`config.mk`:
```
export PLATFORM = sky130hd
export DESIGN_NAME = srec_line_parser
export DESIGN_NICKNAME = d
export VERILOG_FILES = /design/src/rtl/srec_pkg.sv /design/src/rtl/srec_hex_decode.sv /design/src/rtl/srec_byte_pair.sv /design/src/rtl/srec_field_seq.sv /design/src/rtl/srec_line_parser.sv
export SDC_FILE = /design/constraint.sdc
export NUM_CORES = 1
export LEC_CHECK = 0
export BUFFER_PORTS_ARGS = -buffer_cell sky130_fd_sc_hd__buf_2
export CAP_MARGIN = 40
export CORE_UTILIZATION = 60
export CTS_CLUSTER_SIZE = 24
export DETAILED_ROUTE_END_ITERATION = 6
export PLACE_DENSITY_LB_ADDON = 0.05
export SYNTH_ARGS = -nofsm -noshare
export SYNTH_HDL_FRONTEND = slang
export SYNTH_SLANG_ARGS = --single-unit
```
`constraint.sdc`:
```
create_clock -name clk -period 10.2 [get_ports clk]
set_clock_uncertainty 0.2 [all_clocks]
set_input_delay 1.02 -clock clk [delete_from_list [all_inputs] [get_ports clk]]
set_output_delay 1.02 -clock clk [all_outputs]
set_load 0.005 [all_outputs]
```
`src/rtl/srec_pkg.sv`:
```
// Shared definitions for the S1 record parser: parser states and the
// ASCII codes the parser reacts to. Assumes 8-bit ASCII input.
package srec_pkg;

    typedef enum logic [2:0] {
        ST_IDLE,
        ST_TYPE,
        ST_COUNT,
        ST_ADDR,
        ST_DATA,
        ST_CHK,
        ST_SKIP
    } srec_state_t;

    localparam logic [7:0] CH_S  = 8'h53;
    localparam logic [7:0] CH_1  = 8'h31;
    localparam logic [7:0] CH_CR = 8'h0D;
    localparam logic [7:0] CH_LF = 8'h0A;

    // True for either line terminator.
    function automatic logic is_eol(input logic [7:0] c);
        return (c == CH_CR) || (c == CH_LF);
    endfunction

endpackage

```
`src/rtl/srec_hex_decode.sv`:
```
// Combinational ASCII hex digit decoder. Accepts 0-9, A-F and a-f.
// Any other code gives is_hex = 0 and nibble = 0.
module srec_hex_decode (
    input  logic [7:0] ch,
    output logic       is_hex,
    output logic [3:0] nibble
);

    // Map one character to its 4-bit value.
    always_comb begin
        is_hex = 1'b1;
        nibble = 4'h0;
        if (ch >= 8'h30 && ch <= 8'h39)      nibble = 4'(ch - 8'h30);
        else if (ch >= 8'h41 && ch <= 8'h46) nibble = 4'(ch - 8'h37);
        else if (ch >= 8'h61 && ch <= 8'h66) nibble = 4'(ch - 8'h57);
        else                                 is_hex = 1'b0;
    end

endmodule

```
`src/rtl/srec_byte_pair.sv`:
```
// Joins two accepted hex nibbles into one byte, high nibble first.
// byte_stb is combinational and is high on the second nibble of a pair.
// clear restarts the pairing and has priority over take.
module srec_byte_pair (
    input  logic       clk,
    input  logic       rst_n,
    input  logic       clear,
    input  logic       take,
    input  logic [3:0] nibble,
    output logic       byte_stb,
    output logic [7:0] byte_val
);

    logic       second;
    logic [3:0] hi_nib;

    // Track which half of the pair is due and hold the high nibble.
    always_ff @(posedge clk) begin
        if (!rst_n || clear) begin
            second <= 1'b0;
            hi_nib <= 4'h0;
        end else if (take) begin
            second <= ~second;
            if (!second) hi_nib <= nibble;
        end
    end

    assign byte_stb = take && second && !clear;
    assign byte_val = {hi_nib, nibble};

    // a completed byte is always followed by a first nibble, never a second byte.
    p_pairing_r10: assert property (@(posedge clk) disable iff (!rst_n)
        byte_stb |=> !byte_stb);

endmodule

```
`src/rtl/srec_field_seq.sv`:
```
// Field sequencer: walks the count, address, data and checksum fields of an
// S1 record, keeps the modulo-256 byte sum and drives the registered
// write and status pulses. Assumes bytes arrive from srec_byte_pair.
module srec_field_seq
    import srec_pkg::*;
#(
    parameter  int ADDR_BYTES = 2,
    localparam int ADDR_W     = 8 * ADDR_BYTES,
    localparam int AL_W       = $clog2(ADDR_BYTES + 1)
) (
    input  logic              clk,
    input  logic              rst_n,
    input  logic              in_valid,
    input  logic [7:0]        in_char,
    input  logic              is_hex,
    input  logic              byte_stb,
    input  logic [7:0]        byte_val,
    output logic              in_field,
    output logic              wr_en,
    output logic [ADDR_W-1:0] wr_addr,
    output logic [7:0]        wr_data,
    output logic              rec_done,
    output logic              chk_ok,
    output logic              chk_err,
    output logic              fmt_err,
    output logic              unsup_type
);

    localparam logic [7:0] HDR_BYTES = 8'(ADDR_BYTES + 1);

    srec_state_t       state;
    logic [7:0]        sum;
    logic [7:0]        remain;
    logic [AL_W-1:0]   addr_left;
    logic [ADDR_W-1:0] cur_addr;
    logic [7:0]        sum_next;

    assign in_field = (state == ST_COUNT) || (state == ST_ADDR) ||
                      (state == ST_DATA)  || (state == ST_CHK);
    assign sum_next = 8'(sum + byte_val);

    // Main record walk: field order, counters, sum and output pulses.
    always_ff @(posedge clk) begin
        if (!rst_n) begin
            state      <= ST_IDLE;
            sum        <= 8'h00;
            remain     <= 8'h00;
            addr_left  <= '0;
            cur_addr   <= '0;
            wr_en      <= 1'b0;
            wr_addr    <= '0;
            wr_data    <= 8'h00;
            rec_done   <= 1'b0;
            chk_ok     <= 1'b0;
            chk_err    <= 1'b0;
            fmt_err    <= 1'b0;
            unsup_type <= 1'b0;
        end else begin
            wr_en      <= 1'b0;
            rec_done   <= 1'b0;
            chk_ok     <= 1'b0;
            chk_err    <= 1'b0;
            fmt_err    <= 1'b0;
            unsup_type <= 1'b0;
            if (in_valid) begin
                case (state)
                    ST_IDLE: if (in_char == CH_S) state <= ST_TYPE;
                    ST_TYPE: begin
                        if (in_char == CH_1) begin
                            state <= ST_COUNT;
                        end else begin
                            unsup_type <= 1'b1;
                            state      <= is_eol(in_char) ? ST_IDLE : ST_SKIP;
                        end
                    end
                    ST_SKIP: if (is_eol(in_char)) state <= ST_IDLE;
                    default: begin
                        if (!is_hex) begin
                            fmt_err <= 1'b1;
                            state   <= is_eol(in_char) ? ST_IDLE : ST_SKIP;
                        end else if (byte_stb) begin
                            case (state)
                                ST_COUNT: begin
                                    sum <= byte_val;
                                    if (byte_val < HDR_BYTES) begin
                                        fmt_err <= 1'b1;
                                        state   <= ST_SKIP;
                                    end else begin
                                        remain    <= 8'(byte_val - HDR_BYTES);
                                        addr_left <= AL_W'(ADDR_BYTES - 1);
                                        state     <= ST_ADDR;
                                    end
                                end
                                ST_ADDR: begin
                                    sum      <= sum_next;
                                    cur_addr <= ADDR_W'({cur_addr, byte_val});
                                    if (addr_left == '0)
                                        state <= (remain == 8'h00) ? ST_CHK : ST_DATA;
                                    else
                                        addr_left <= addr_left - 1'b1;
                                end
                                ST_DATA: begin
                                    wr_en    <= 1'b1;
                                    wr_addr  <= cur_addr;
                                    wr_data  <= byte_val;
                                    cur_addr <= cur_addr + 1'b1;
                                    sum      <= sum_next;
                                    remain   <= remain - 8'h01;
                                    if (remain == 8'h01) state <= ST_CHK;
                                end
                                default: begin
                                    rec_done <= 1'b1;
                                    chk_ok   <= (sum_next == 8'hFF);
                                    chk_err  <= (sum_next != 8'hFF);
                                    state    <= ST_IDLE;
                                end
                            endcase
                        end
                    end
                endcase
            end
        end
    end

    // Checker state: address of the previous write in the current record.
    logic              seq_wr;
    logic [ADDR_W-1:0] seq_addr;

    // Remember the last write while a record's data phase is running.
    always_ff @(posedge clk) begin
        if (!rst_n) begin
            seq_wr   <= 1'b0;
            seq_addr <= '0;
        end else if (wr_en) begin
            seq_wr   <= 1'b1;
            seq_addr <= wr_addr;
        end else if (state != ST_DATA && state != ST_CHK) begin
            seq_wr <= 1'b0;
        end
    end

    // writes inside one record step the address by one.
    p_addr_step_r1: assert property (@(posedge clk) disable iff (!rst_n)
        (wr_en && seq_wr) |-> (wr_addr == seq_addr + 1'b1));

    // every finished record carries exactly one verdict.
    p_done_verdict_r3: assert property (@(posedge clk) disable iff (!rst_n)
        rec_done |-> (chk_ok ^ chk_err));

    // a verdict never appears without rec_done.
    p_verdict_done_r4: assert property (@(posedge clk) disable iff (!rst_n)
        (chk_ok || chk_err) |-> rec_done);

    // a write, a verdict, a format error and an unsupported flag never coincide.
    p_one_event_r6: assert property (@(posedge clk) disable iff (!rst_n)
        $onehot0({wr_en, rec_done, fmt_err, unsup_type}));

    // while skipping a line, nothing is written or judged in the next cycle.
    p_skip_quiet_r5: assert property (@(posedge clk) disable iff (!rst_n)
        (state == ST_SKIP) |=> (!wr_en && !rec_done));

endmodule

```
`src/rtl/srec_line_parser.sv`:
```
// Top level of the S1 record parser. Decodes hex, pairs nibbles into
// bytes and walks record fields. Writes are issued before the checksum
// verdict; the consumer commits on chk_ok and drops on chk_err.
module srec_line_parser #(
    parameter  int ADDR_BYTES = 2,
    localparam int ADDR_W     = 8 * ADDR_BYTES
) (
    input  logic              clk,
    input  logic              rst_n,
    input  logic              in_valid,
    input  logic [7:0]        in_char,
    output logic              wr_en,
    output logic [ADDR_W-1:0] wr_addr,
    output logic [7:0]        wr_data,
    output logic              rec_done,
    output logic              chk_ok,
    output logic              chk_err,
    output logic              fmt_err,
    output logic              unsup_type
);

    logic       is_hex;
    logic [3:0] nibble;
    logic       in_field;
    logic       byte_stb;
    logic [7:0] byte_val;

    srec_hex_decode u_hex (
        .ch     (in_char),
        .is_hex (is_hex),
        .nibble (nibble)
    );

    srec_byte_pair u_pair (
        .clk      (clk),
        .rst_n    (rst_n),
        .clear    (!in_field),
        .take     (in_valid && is_hex && in_field),
        .nibble   (nibble),
        .byte_stb (byte_stb),
        .byte_val (byte_val)
    );

    srec_field_seq #(.ADDR_BYTES(ADDR_BYTES)) u_seq (
        .clk        (clk),
        .rst_n      (rst_n),
        .in_valid   (in_valid),
        .in_char    (in_char),
        .is_hex     (is_hex),
        .byte_stb   (byte_stb),
        .byte_val   (byte_val),
        .in_field   (in_field),
        .wr_en      (wr_en),
        .wr_addr    (wr_addr),
        .wr_data    (wr_data),
        .rec_done   (rec_done),
        .chk_ok     (chk_ok),
        .chk_err    (chk_err),
        .fmt_err    (fmt_err),
        .unsup_type (unsup_type)
    );

endmodule

```
==> results.cfg <==
[layout]
diodes = 0
stdcell_count = 688
drive_gt1_share_pct = 15.2
layout_common_cells = nand2_1, dfxtp_1, nor2_1
fill_cells = 592
nets = 616
final_common_cell = nand2_1
fin_util_pct = 69.2
syn2layout_area_growth_pct = 9.30

[yosys]
synth_nets = 598
syn_inst = 569
seq_area_frac_synth_pct = 33.0
ys.flop_type = dfxtp_1
syn_area_um2 = 4370
ys_types = 74
synthTopCellsByArea = dfxtp_1, a21oi_1, nand2_1
ys_seq_elements = 72
synth_top_area_cell = dfxtp_1
synth_edf_count = 0
ys_async_sr_fraction_pct = 0
synth.top_cell.area_share_pct = 33.0
yosysWarnings = 0
syn_avg_cell_area_um2 = 7.68

[critical_path]
critPathKind = in -> reg
critPathArrivalTime_ns = 4.54
cp-start-kind = primary input
crit_path_end_kind = flip-flop
cp_max_fo = 8
cp.required_ns = 10.25

[floorplanning]
num_rows = 30
die_width_um = 87.4
core_area_um2 = 6910
die-area_um2 = 7630
initial_utilization_pct = 63.3
ios = 41
chipHeight_um = 87.4

[pwr]
power_density_nw_per_um2 = 132
total_power_w = 0.000629
ir_drop_mv = 0.0811
p_leak_nw = 1.87

[clock_network]
cts_root_buf = clkbuf_8
cts-resized-gates = 0
cts_made_buffers = 9
clk-insertion-delay-late_ns = 0.36
clk_pin_slew_ns = 0.08
cts_setup_buffers = 0
ctsHtreeMaxLevel = 3
cts.sinks = 72
cts_tree = done
postCtsHoldBufs = 0
clockBufferDepth = 2

[route]
vias_per_cell = 6.27
antenna_left = 0
drcViolationCount = 0
num_vias = 4313
drt_first_pass_iters = 5
wire_per_inst_um = 16.8
drtIter0Drc = 271
drt_wl_total_um = 11600

[sta]
clock.fmax_mhz = 223
slew_headroom_pct = 43.6
fin_crit_sh_pct = 44.0
layout_min_cycle_time_ns = 4.49
slew_violations = 0
tightest_slew_ns = 0.838
rsz0062_at_grt = false
final-hold-violation-count = 0
finalSetupTns_ns = 0
setup_viol = 0

[place]
gp_congestion = 0.893
dp.final_hpwl_um = 8210
numPortBuffers = 40
dpl.cell_count = 672

[status]
outcome = completed

[flow_run]
maxCapViolCount = 0

[global_route]
grt_pass1_vias = 3954
grt_use_total_pct = 32.3
grt_pass1_wl_um = 19000
grt_overflow = 0
antenna_found_initial = 0
grt_max_degree = 46

[min_path]
hold_class = reg -> reg
[kinds of logic (layout without fill, tap and decap cells)]
| group | Yosys count | after routing | synth area share (%) |
|---|---|---|---|
| flip-flops | 72 | 72 | 33.0 |
| XOR/XNOR | 12 | 12 | 2.40 |
| multiplexers | 3 | 3 | 0.716 |
| buffers and inverters | 57 | 80 | 5.70 |
| AND/OR/NAND/NOR | 231 | 231 | 25.6 |
| AO/OA/AOI/OAI | 176 | 176 | 27.3 |
| adder cells (fa/ha/maj) | 18 | 18 | 5.32 |
[path summary, 6_finish.rpt]
kind                     startpoint                 end  slack [ns]  depth (start not counted)
hold / removal    u_seq.wr_addr[13]   u_seq.wr_addr[13]        0.25                          2
setup / recovery         in_char[1]       u_seq.chk_err        5.71                         17
setup reg to reg     u_seq.state[2]  u_seq.cur_addr[12]        7.16                          7
hold reg to reg   u_seq.wr_addr[13]   u_seq.wr_addr[13]        0.25                          2
[per-stage QoR]
step	cell area (µm²)	worst slack, ns	hold slack (ns)
after detailed placement	4580	5.41	0.244
final	4780	5.71	0.250
after global routing	4780	5.48	0.271
after floorplan	4370	6.10	0.241
after global placement	4530	5.67	0.240
after CTS	4780	5.75	0.256
[synth_stat cells (12+ instances only)]
master,n
a21oi_1,63
a31oi_1,12
and3_1,12
clkbuf_1,23
dfxtp_1,72
ha_1,17
inv_1,18
nand2_1,83
nand3_1,19
nor2_1,65
o21ai_0,26
[power breakdown]
part | internal, W | switching [W]
clock | 0.000114 | 0.000118
combinational | 0.0000330 | 0.0000674
sequential | 0.000285 | 0.0000118
total | 0.000432 | 0.000197
[metal layers]
metal	wire [µm]	global-route usage, %	vias to the layer above
li1	-	-	2092
met5	0	0	-
met1	5130	43.2	2022
met4	244	13.6	0
met3	917	6.16	26
met2	5290	50.9	173
[final cells by class]
type	instances	area (µm²)	area share, %
Clock buffer	10	128	2.67
Clock inverter	6	68.8	1.44
Inverter	19	71.3	1.49
Multi-Input combinational cell	440	2680	56.2
Sequential cell	72	1440	30.2
Tap cell	96	120	2.51
Timing Repair Buffer	45	265	5.55
[registers in the layout, summed over array words and instances (netlist names)]
name / count
u_seq.wr_data: 8
u_seq.remain: 8
u_pair.hi_nib: 4
u_seq.cur_addr: 16
u_seq.addr_left: 2
u_pair.second: 1
u_seq.chk_ok: 1
u_seq.wr_en: 1
u_seq.wr_addr: 16
u_seq.fmt_err: 1
u_seq.chk_err: 1
u_seq.state: 3
u_seq.sum: 8
u_seq.rec_done: 1
u_seq.unsup_type: 1
[critical path, stage by stage]
cell and delay [ns]:
buf_2 0.15, inv_1 0.08, ha_1 0.23, o21ba_2 0.24, o21a_1 0.31, a21oi_2 0.42
inv_1 0.17, ha_1 0.24, inv_1 0.08, fa_1 0.21, inv_1 0.05, a21oi_1 0.25
a21oi_1 0.12, o41ai_1 0.48, xnor2_1 0.21, nand4_1 0.12, nor2b_1 0.15
Note: power is estimated with default switching activity, not from simulation.
